File: config.mk
export PLATFORM = sky130hd
export DESIGN_NAME = pred_sat_dec
export DESIGN_NICKNAME = d
export VERILOG_FILES = /design/src/rtl/psd_pkg.sv /design/src/rtl/psd_ctrl.sv /design/src/rtl/psd_datapath.sv /design/src/rtl/pred_sat_dec.sv
export SDC_FILE = /design/constraint.sdc
export NUM_CORES = 1
export LEC_CHECK = 0
export ABC_AREA = 1
export CAP_MARGIN = 5
export CORE_ASPECT_RATIO = 1.1
export CORE_UTILIZATION = 31
export CTS_BUF_LIST = sky130_fd_sc_hd__clkbuf_8 sky130_fd_sc_hd__clkbuf_16
export CTS_CLUSTER_DIAMETER = 200
export DETAILED_ROUTE_END_ITERATION = 12
export HOLD_SLACK_MARGIN = 0.08
export PLACE_DENSITY = 0.55
export RECOVER_POWER = 50
export REMOVE_ABC_BUFFERS = 1
export SLEW_MARGIN = 20
export SYNTH_ARGS = -nofsm -noshare
export SYNTH_HDL_FRONTEND = slang
export SYNTH_SLANG_ARGS = --single-unit
File: constraint.sdc
create_clock -name clk -period 0.9 [get_ports clk]
set_input_delay 0.135 -clock clk [delete_from_list [all_inputs] [get_ports clk]]
set_output_delay 0.135 -clock clk [all_outputs]
set_load 0.01 [all_outputs]
File: src/rtl/psd_pkg.sv
package psd_pkg;
  typedef struct packed {
    logic [3:0] sizeOneHot;
    logic       wide;
    logic       load;
  } psd_ctrl_t;

  localparam logic [63:0] MIN64 = 64'h8000_0000_0000_0000;
  localparam logic [63:0] MAX64 = 64'h7FFF_FFFF_FFFF_FFFF;
  localparam logic [63:0] MIN32X = 64'hFFFF_FFFF_8000_0000;
  localparam logic [63:0] MAX32X = 64'h0000_0000_7FFF_FFFF;
endpackage

File: src/rtl/psd_ctrl.sv
module psd_ctrl
  import psd_pkg::*;
(
  input  logic       inValid,
  input  logic [1:0] sizeCode,
  input  logic       wide,
  output psd_ctrl_t  ctrl
);
  always_comb begin
    ctrl.sizeOneHot = 4'b0001 << sizeCode;
    ctrl.wide       = wide;
    ctrl.load       = inValid;
  end
endmodule

File: src/rtl/psd_datapath.sv
module psd_datapath
  import psd_pkg::*;
#(
  parameter int VEC_BITS   = 256,
  parameter bit REGISTERED = 1'b1,
  localparam int PL = VEC_BITS / 8,
  localparam int CW = $clog2(PL) + 1
) (
  input  logic          clk,
  input  logic          rstN,
  input  psd_ctrl_t     ctrl,
  input  logic [63:0]   opScalar,
  input  logic [PL-1:0] predMask,
  output logic          outValid,
  output logic [63:0]   outScalar,
  output logic          satFlag
);
  logic [3:0][CW-1:0] laneCnt;
  logic [CW-1:0]      activeCnt;

  for (genvar g = 0; g < 4; g++) begin : g_stride
    localparam int STRIDE = 1 << g;
    localparam int LANES  = PL / STRIDE;
    always_comb begin
      laneCnt[g] = '0;
      for (int e = 0; e < LANES; e++) begin
        laneCnt[g] = laneCnt[g] + CW'(predMask[e*STRIDE]);
      end
    end
  end

  always_comb begin
    activeCnt = '0;
    for (int g = 0; g < 4; g++) begin
      if (ctrl.sizeOneHot[g]) activeCnt = laneCnt[g];
    end
  end

  logic signed [64:0] opExt;
  logic signed [64:0] diff;
  logic [63:0]        resComb;
  logic               satComb;
  logic               narrowOver;

  always_comb begin
    opExt = ctrl.wide ? {opScalar[63], opScalar} : {{33{opScalar[31]}}, opScalar[31:0]};
    diff  = opExt - $signed({{(65-CW){1'b0}}, activeCnt});
    narrowOver = !((&diff[64:31]) || !(|diff[64:31]));
    satComb = 1'b0;
    if (ctrl.wide) begin
      if (diff[64] != diff[63]) begin
        satComb = 1'b1;
        resComb = diff[64] ? MIN64 : MAX64;
      end else begin
        resComb = diff[63:0];
      end
    end else begin
      if (narrowOver) begin
        satComb = 1'b1;
        resComb = diff[64] ? MIN32X : MAX32X;
      end else begin
        resComb = {{32{diff[31]}}, diff[31:0]};
      end
    end
  end

  if (REGISTERED) begin : g_reg
    always_ff @(posedge clk or negedge rstN) begin
      if (!rstN) begin
        outValid  <= 1'b0;
        outScalar <= '0;
        satFlag   <= 1'b0;
      end else begin
        outValid <= ctrl.load;
        if (ctrl.load) begin
          outScalar <= resComb;
          satFlag   <= satComb;
        end
      end
    end

    p_valid_lat_r8: assert property (@(posedge clk) disable iff (!rstN)
      ctrl.load |=> outValid);
    p_valid_drop_r8: assert property (@(posedge clk) disable iff (!rstN)
      !ctrl.load |=> !outValid);
  end else begin : g_comb
    always_comb begin
      outValid  = ctrl.load;
      outScalar = resComb;
      satFlag   = satComb;
    end
  end

  p_cnt_bound_r2: assert property (@(posedge clk) disable iff (!rstN)
    ctrl.load |-> (int'(activeCnt) <= (PL >> $clog2(ctrl.sizeOneHot))));
  p_sext_r6: assert property (@(posedge clk) disable iff (!rstN)
    (ctrl.load && !ctrl.wide) |-> (resComb[63:32] == {32{resComb[31]}}));
  p_sat_min_r5: assert property (@(posedge clk) disable iff (!rstN)
    (ctrl.load && ctrl.wide && satComb) |-> (resComb == MIN64));
  p_sat_min_r4: assert property (@(posedge clk) disable iff (!rstN)
    (ctrl.load && !ctrl.wide && satComb) |-> (resComb == MIN32X));
  p_no_rise_r7: assert property (@(posedge clk) disable iff (!rstN)
    (ctrl.load && ctrl.wide && !satComb) |-> ($signed(resComb) <= $signed(opScalar)));
endmodule

File: src/rtl/pred_sat_dec.sv
module pred_sat_dec
  import psd_pkg::*;
#(
  parameter int VEC_BITS   = 256,
  parameter bit REGISTERED = 1'b1,
  localparam int PL = VEC_BITS / 8
) (
  input  logic          clk,
  input  logic          rstN,
  input  logic          inValid,
  input  logic [63:0]   opScalar,
  input  logic [PL-1:0] predMask,
  input  logic [1:0]    sizeCode,
  input  logic          wide,
  output logic          outValid,
  output logic [63:0]   outScalar,
  output logic          satFlag
);
  psd_ctrl_t ctrl;

  psd_ctrl u_ctrl (
    .inValid (inValid),
    .sizeCode(sizeCode),
    .wide    (wide),
    .ctrl    (ctrl)
  );

  psd_datapath #(
    .VEC_BITS  (VEC_BITS),
    .REGISTERED(REGISTERED)
  ) u_dp (
    .clk      (clk),
    .rstN     (rstN),
    .ctrl     (ctrl),
    .opScalar (opScalar),
    .predMask (predMask),
    .outValid (outValid),
    .outScalar(outScalar),
    .satFlag  (satFlag)
  );
endmodule

==> impl_metrics.yaml, run 1 <==
outcome:
  status: "finished, violations left"
  violations: "negative setup slack"
routing:
  drc: 0
  drt-initial-drc-count: 513
  ant_nets: 0
  wl_per_cell_microns: 14.4
  drt_pass1_iterations: 5
  vias_per_cell: 4.59
  vias: 10500
  postRouteWirelength_microns: 32900
clock_network:
  cts_made_buffers: 9
  cts_tree: "done"
  h-tree-depth: 3
  cts_root_buf: "clkbuf_16"
  cts_buffer_depth: 2
  cts.clk_slew.worst_paths_ns: 0.07
  clock_latency_ns: 0.35
  cts.sinks: 66
finish:
  layout.cells.non_filler: 2281
  nFillCells: 2749
  fin_area_sq_um: 14100
  syn2layout_area_growth_pct: 65.2
  antennaDiodeCount: 0
  nets: 2086
  final_util_pct: 52.2
  final_layout_size_suffix_gt1_share_pct: 32.3
grt:
  grtUsageTotal_pct: 23.0
  grt_pass1_vias: 10200
  overflow: 0
  grt_max_degree: 67
  grt_pass1_wl_microns: 51100
  antenna_found_initial: 0
sta:
  finalWorstSetupSlack_ns: -6.33
  fin_tns_setup_ns: -414.26
  finalMaxSlewViolations: 0
  finalHoldViolCount: 0
  setup_viol: 131
  min_period_ns: 7.23
  finalCritPeriodShare_pct: 804
  tightest_slew_ns: 0.667
  fmax_ghz: 0.138
  max_slew_margin_pct: 55.5
  clock_skew_ns: 0
  rsz0062_at_grt: "true"
critical_path:
  slowest_delay_ns: 0.56
  crit_arrival_ns: 7.48
  path_buf_inv: 7
  ff2ff_setup_slack_ns: -0.04
  cp_max_fo: 8
  cp-start-kind: "primary input"
  r2r_cells: 4
  r2r_end: "u_dp.outScalar[32]"
  crit_required_ns: 1.15
  cp_slowest_cell: "fa_1"
  r2r_start: "u_dp.outScalar[32]"
  critPathTopFamily: "adder cells"
  crit_type: "primary input to flop"
  cp-end-kind: "flop"
die:
  ioPinCount: 168
  die_h_microns: 176
  num_rows: 63
  start_util_pct: 31.6
  core_sq_um: 27000
  dieArea_sq_um: 28100
  chipWidth_microns: 160
logic_synthesis:
  ys.flop_type: "dfrtp_1"
  synthMuxAreaShare_pct: 0
  avgSynthCellArea_sq_um: 6.14
  synth_edf_count: 0
  synth_top_family_by_area: "simple AND/OR/NAND/NOR gates"
  synth-compound-area-share_pct: 9.96
  async_flop_share_pct: 100
  netlist_area_sq_um: 8520
  yosys_warnings: 0
  syn_inst: 1387
  seq_area_frac_synth_pct: 19.4
  ys_types: 44
  synth_seq_cells: 66
  synthAdderAreaFrac_pct: 13.0
  synth-simple-area-share_pct: 42.1
  synth_xor_area_share_pct: 3.39
placement:
  place.gp.congestion: 0.912
  io_buffer_count: 167
  dp.cells: 2213
  placed_cell_area_sq_um: 13200
  hpwl_microns: 25600
power_and_ir_drop:
  p_clk_share_pct: 16.8
  power_switching_share_pct: 41.7
  seq_power_share_pct: 15.2
  p_int_mw: 14.1
  powerDensity_nw_per_um2: 1720
  peakVddDrop_mv: 2.06
  leakage_nw: 7.46
  switching_power_mw: 10.1
  pwr-share-comb_pct: 67.9
hold_path:
  holdCritPathClass: "primary input to asynchronous set/reset pin"
job:
  cap_viol_max_count: 0
## per-stage QoR
stage          hold WS, ns  setup WS [ns]  power, mW
2_1_floorplan       -0.161          -8.17       11.8
3_3_place_gp         0.187          -7.55       18.5
3_5_place_dp         0.191          -7.59       18.9
4_1_cts              0.198          -6.43       23.6
5_1_grt              0.443          -6.68       26.1
6_report             0.402          -6.33       24.2
## cell usage in the layout (no fill, tap or decap), types with 4 or more instances in the layout
cell type,netlist,routed
dfrtp_1,66,66
nand2_2,2,20
nor2_1,182,169
clkdlybuf4s50_1,0,83
clkdlybuf4s15_1,0,4
xnor2_1,13,12
o21ai_0,11,10
a21oi_2,3,6
nand3_1,123,107
buf_12,0,14
dlygate4sd2_1,0,8
ha_1,26,24
nand3_2,3,17
buf_2,6,63
nor2_2,9,16
nand2_1,520,494
a21oi_4,27,28
a31oi_1,5,4
inv_2,2,11
nand2_4,2,8
nand4_1,22,22
nor2_4,2,8
buf_6,2,12
buf_4,10,372
a21oi_1,40,36
inv_1,198,189
fa_1,39,36
clkbuf_16,0,12
xor2_1,20,19
## registers in the layout, summed over array words and instances, names as in the netlist
name	flops
u_dp.outValid	1
u_dp.outScalar	64
u_dp.satFlag	1
## cell type report
cell class                      instances  area [sq um]  share of cell area, %
Timing Repair Buffer                  567          4650                   33.1
Clock inverter                          6          90.1                  0.640
Clock buffer                           10           239                   1.70
Multi-Input combinational cell       1071          6220                   44.2
Sequential cell                        66          1650                   11.7
Inverter                              204           768                   5.46
Tap cell                              357           447                   3.17
## cell usage after synthesis, types with 3 or more instances
library cell | number | area share, %
nand3_2 | 3 | 0.35
a31oi_1 | 5 | 0.37
inv_1 | 198 | 8.7
nand2_1 | 520 | 23
clkinv_1 | 3 | 0.13
nand4_1 | 22 | 1.6
nand3_1 | 123 | 7.2
a21oi_2 | 3 | 0.31
buf_4 | 10 | 0.88
fa_1 | 39 | 9.2
buf_2 | 6 | 0.35
buf_8 | 3 | 0.53
xnor2_1 | 13 | 1.3
clkbuf_1 | 21 | 0.93
ha_1 | 26 | 3.8
nor2_1 | 182 | 8.0
dfrtp_1 | 66 | 19
o21ai_0 | 11 | 0.65
a21oi_4 | 27 | 5.2
nor2_2 | 9 | 0.66
or2_2 | 3 | 0.22
a211oi_1 | 4 | 0.35
xor2_1 | 20 | 2.1
a21oi_1 | 40 | 2.3
buf_1 | 4 | 0.18
## worst max-delay path by stage
| stage | start | endpoint | depth (start not counted) |
|---|---|---|---|
| detailed placement | predMask[0] | u_dp.outScalar[21] | 39 |
| floorplan | predMask[0] | u_dp.outScalar[31] | 29 |
| CTS | predMask[0] | u_dp.outScalar[13] | 39 |
| global placement | predMask[0] | u_dp.outScalar[26] | 39 |
| finish | predMask[0] | u_dp.outScalar[0] | 37 |
| global route | predMask[0] | u_dp.outScalar[5] | 39 |
## power by group through the flow
stage | clock, mW | combinational [mW] | sequential (mW)
2_1_floorplan | 0 | 7.88 | 3.94
3_3_place_gp | 0 | 14.8 | 3.76
3_5_place_dp | 0 | 15.1 | 3.75
5_1_grt | 4.23 | 18.1 | 3.74
6_report | 4.07 | 16.4 | 3.68
4_1_cts | 4.13 | 15.8 | 3.69
## cells by family after synthesis
kind of cell | Yosys count
buf+inv | 250
xor+xnor | 33
simple gates | 874
fa+ha+maj | 65
flops | 66
compound gates | 99
## repair_timing
item / CTS / global route
cloned: 2 / 4
buffers inserted: 26 / 19
resized for setup: 368 / 45
endpoints found under the hold margin: 66 / 0
hold buffers: 1 / 0
setup endpoints to repair: 131 / 131
pin swaps: 40 / 46
## worst min-delay path: cells and delay by family
family	cells	cell delay (ns)
buffers and inverters	3	1.07
## metal layers
metal | up-vias | global-route usage (%) | wire [microns] | part of all wire [%]
li1 | 5327 | - | - | -
met1 | 4823 | 29.1 | 14700 | 45
met2 | 257 | 40.6 | 15800 | 48
met3 | 57 | 2.86 | 1470 | 4.5
met4 | 0 | 7.38 | 898 | 2.7
met5 | - | 0 | 0 | 0
(Power assumes the default switching activity.)
==> run 2, diff against run 1 <==
--- a/config.mk
+++ b/config.mk
@@ -7,13 +7,15 @@
 export LEC_CHECK = 0
 export ABC_AREA = 1
 export CAP_MARGIN = 5
+export CELL_PAD_IN_SITES_DETAIL_PLACEMENT = 1
+export CELL_PAD_IN_SITES_GLOBAL_PLACEMENT = 1
 export CORE_ASPECT_RATIO = 1.1
 export CORE_UTILIZATION = 31
 export CTS_BUF_LIST = sky130_fd_sc_hd__clkbuf_8 sky130_fd_sc_hd__clkbuf_16
 export CTS_CLUSTER_DIAMETER = 200
 export DETAILED_ROUTE_END_ITERATION = 12
 export HOLD_SLACK_MARGIN = 0.08
-export PLACE_DENSITY = 0.55
+export PLACE_DENSITY = 0.73
 export RECOVER_POWER = 50
 export REMOVE_ABC_BUFFERS = 1
 export SLEW_MARGIN = 20
==> run 2 against run 1 <==
The run still ends with negative setup slack left. Cell count up 1.1%. Sequential cell count is the same. Sequential share of layout area fell by 0.17 points. Clock power grew 10%. Clock-buffer cell count shrank 1. First-iteration DRC count decreased by 14%. Largest cell class unchanged. Register-to-register slack barely moved. Highest routed layer unchanged. Worst setup slack worse by 0.28 ns. Wire length up 25%. Design area grew 1.5%. Via count rose by 7.0%. Critical endpoint is now u_dp.outScalar[26].
==> impl_metrics.yaml, run 2 (same netlist as run 1, synthesis figures left out) <==
critical_path:
  cp-start-kind: "primary input"
  cp-end-kind: "flop"
  crit_type: "primary input to flop"
  crit_arrival_ns: 7.81
  cp_max_fo: 8
  cp_slowest_cell: "fa_2"
  crit_required_ns: 1.20
  slowest_delay_ns: 0.64
clock_network:
  clock_latency_ns: 0.36
  cts_made_buffers: 9
  h-tree-depth: 3
  cts.clk_slew.worst_paths_ns: 0.06
  cts_buffer_depth: 2
  cts.sinks: 66
  cts_tree: "done"
  cts_root_buf: "clkbuf_16"
hold_path:
  holdCritPathClass: "primary input to asynchronous set/reset pin"
placement:
  io_buffer_count: 167
  hpwl_microns: 29400
  dp_slack_ns: -7.44
  dp.cells: 2193
  place.gp.congestion: 0.902
power_and_ir_drop:
  peakVddDrop_mv: 1.64
  powerDensity_nw_per_um2: 1860
  leakage_nw: 7.57
routing:
  top_layer: "met4"
  wl_per_cell_microns: 17.8
  met1Wirelength_microns: 16200
  drt-initial-drc-count: 440
  wl_met2_microns: 21200
  drt_pass1_iterations: 5
  vias_per_cell: 4.85
  wl_met3_microns: 1430
  postRouteWirelength_microns: 41000
  vias: 11200
  drc: 0
  ant_nets: 0
job:
  cap_viol_max_count: 0
sta:
  finalHoldViolCount: 0
  finalCritPeriodShare_pct: 834
  max_slew_margin_pct: 67.5
  min_period_ns: 7.51
  tightest_slew_ns: 0.487
  rsz0062_at_grt: "true"
  fmax_ghz: 0.133
  finalWorstSetupSlack_ns: -6.61
  finalMaxSlewViolations: 0
  clock_skew_ns: 0
  whs_ns: 0.130
  setup_viol: 131
die:
  dieArea_sq_um: 28100
  num_rows: 63
  core_sq_um: 27000
  die_h_microns: 176
  ioPinCount: 168
  start_util_pct: 31.6
  chipWidth_microns: 160
grt:
  antenna_found_initial: 0
  grt_max_degree: 66
  grt_pass1_wl_microns: 64500
  grtUsageTotal_pct: 29.6
  grt_pass1_vias: 12500
  overflow: 0
finish:
  layout.cells.non_filler: 2307
  syn2layout_area_growth_pct: 67.7
  ff_latch_area_sq_um: 1650
  multi_input_area_sq_um: 6140
  largest_register_ffs: 64
  reg_top3: "u_dp.outScalar (64), u_dp.outValid (1), u_dp.satFlag (1)"
  nFillCells: 3611
  mostFrequentLayoutCell: "nand2_1"
  final_layout_size_suffix_gt1_share_pct: 32.9
  final_util_pct: 53.0
  nets: 2112
  final_cell_mix: "nand2_1, buf_4, inv_1"
  antennaDiodeCount: 0
  top_register: "u_dp.outScalar"
outcome:
  violations: "negative setup slack"
  status: "finished, violations left"
==> run 2: cell types whose count changed in the layout (fill, tap and decap cells not counted), moves of 7 or more <==
cell / before / now
buf_4: 372 / 397
nand2_1: 494 / 502
nand2_4: 8 / 1
nand3_1: 107 / 116
nand3_2: 17 / 9
nor2_1: 169 / 176
==> run 2: per-layer routing <==
| layer | track usage (%) | up-vias |
|---|---|---|
| met5 | 0 | - |
| met4 | 16.3 | 0 |
| met3 | 3.35 | 112 |
| met2 | 55.5 | 292 |
| met1 | 32.3 | 5420 |
| li1 | - | 5368 |
==> run 2: timing repair <==
action,in CTS,in global routing
gates cloned,5,1
hold buffers,1,0
setup endpoints to repair,131,131
pin swaps,25,13
gates resized for setup,374,34
hold endpoints to repair,66,0
setup buffers,70,21
==> run 2: worst paths after layout <==
check	start	end	slack (ns)	cells after the start
worst max-delay path	predMask[1]	u_dp.outScalar[26]	-6.61	39
worst min-delay path	rstN	u_dp.outScalar[4]	0.13	2
worst max register to register	u_dp.outScalar[60]	u_dp.outScalar[60]	-0.05	4
worst min register to register	u_dp.outScalar[18]	u_dp.outScalar[18]	0.48	2
max in group asynchronous	rstN	u_dp.outScalar[49]	0.09	3
min in group clk	inValid	u_dp.outScalar[63]	0.27	4
==> run 2: power by group <==
group	total (mW)	switching [mW]	leakage [nW]	internal, mW
Clock	4.48	1.49	0.176	2.99
Combinational	18.3	9.40	6.62	8.92
Sequential	3.70	0.277	0.772	3.43
==> run 2: metrics by stage <==
step	TNS, ns	power [mW]	area (sq um)
floorplan	-488.42	11.8	8250
global placement	-460.80	17.9	13000
detailed placement	-485.56	18.4	13000
CTS	-416.32	24.8	14000
global route	-453.51	28.4	14300
finish	-432.50	26.5	14300
==> run 2: cell type report <==
| cell class | count | area share (%) |
|---|---|---|
| Multi-Input combinational cell | 1071 | 43.0 |
| Timing Repair Buffer | 593 | 34.4 |
| Sequential cell | 66 | 11.6 |
| Inverter | 204 | 5.40 |
| Tap cell | 357 | 3.13 |
| Clock buffer | 9 | 1.58 |
| Clock inverter | 7 | 0.990 |
==> run 2: critical path, delay by kind of cell <==
family | cells | cell delay (ns)
AOI/OAI and AO/OA | 3 | 0.45
xor gates and xnor gates | 2 | 0.38
adders and majority gates | 11 | 4.62
buffers and inverters | 5 | 0.50
and+or+nand+nor | 18 | 1.70
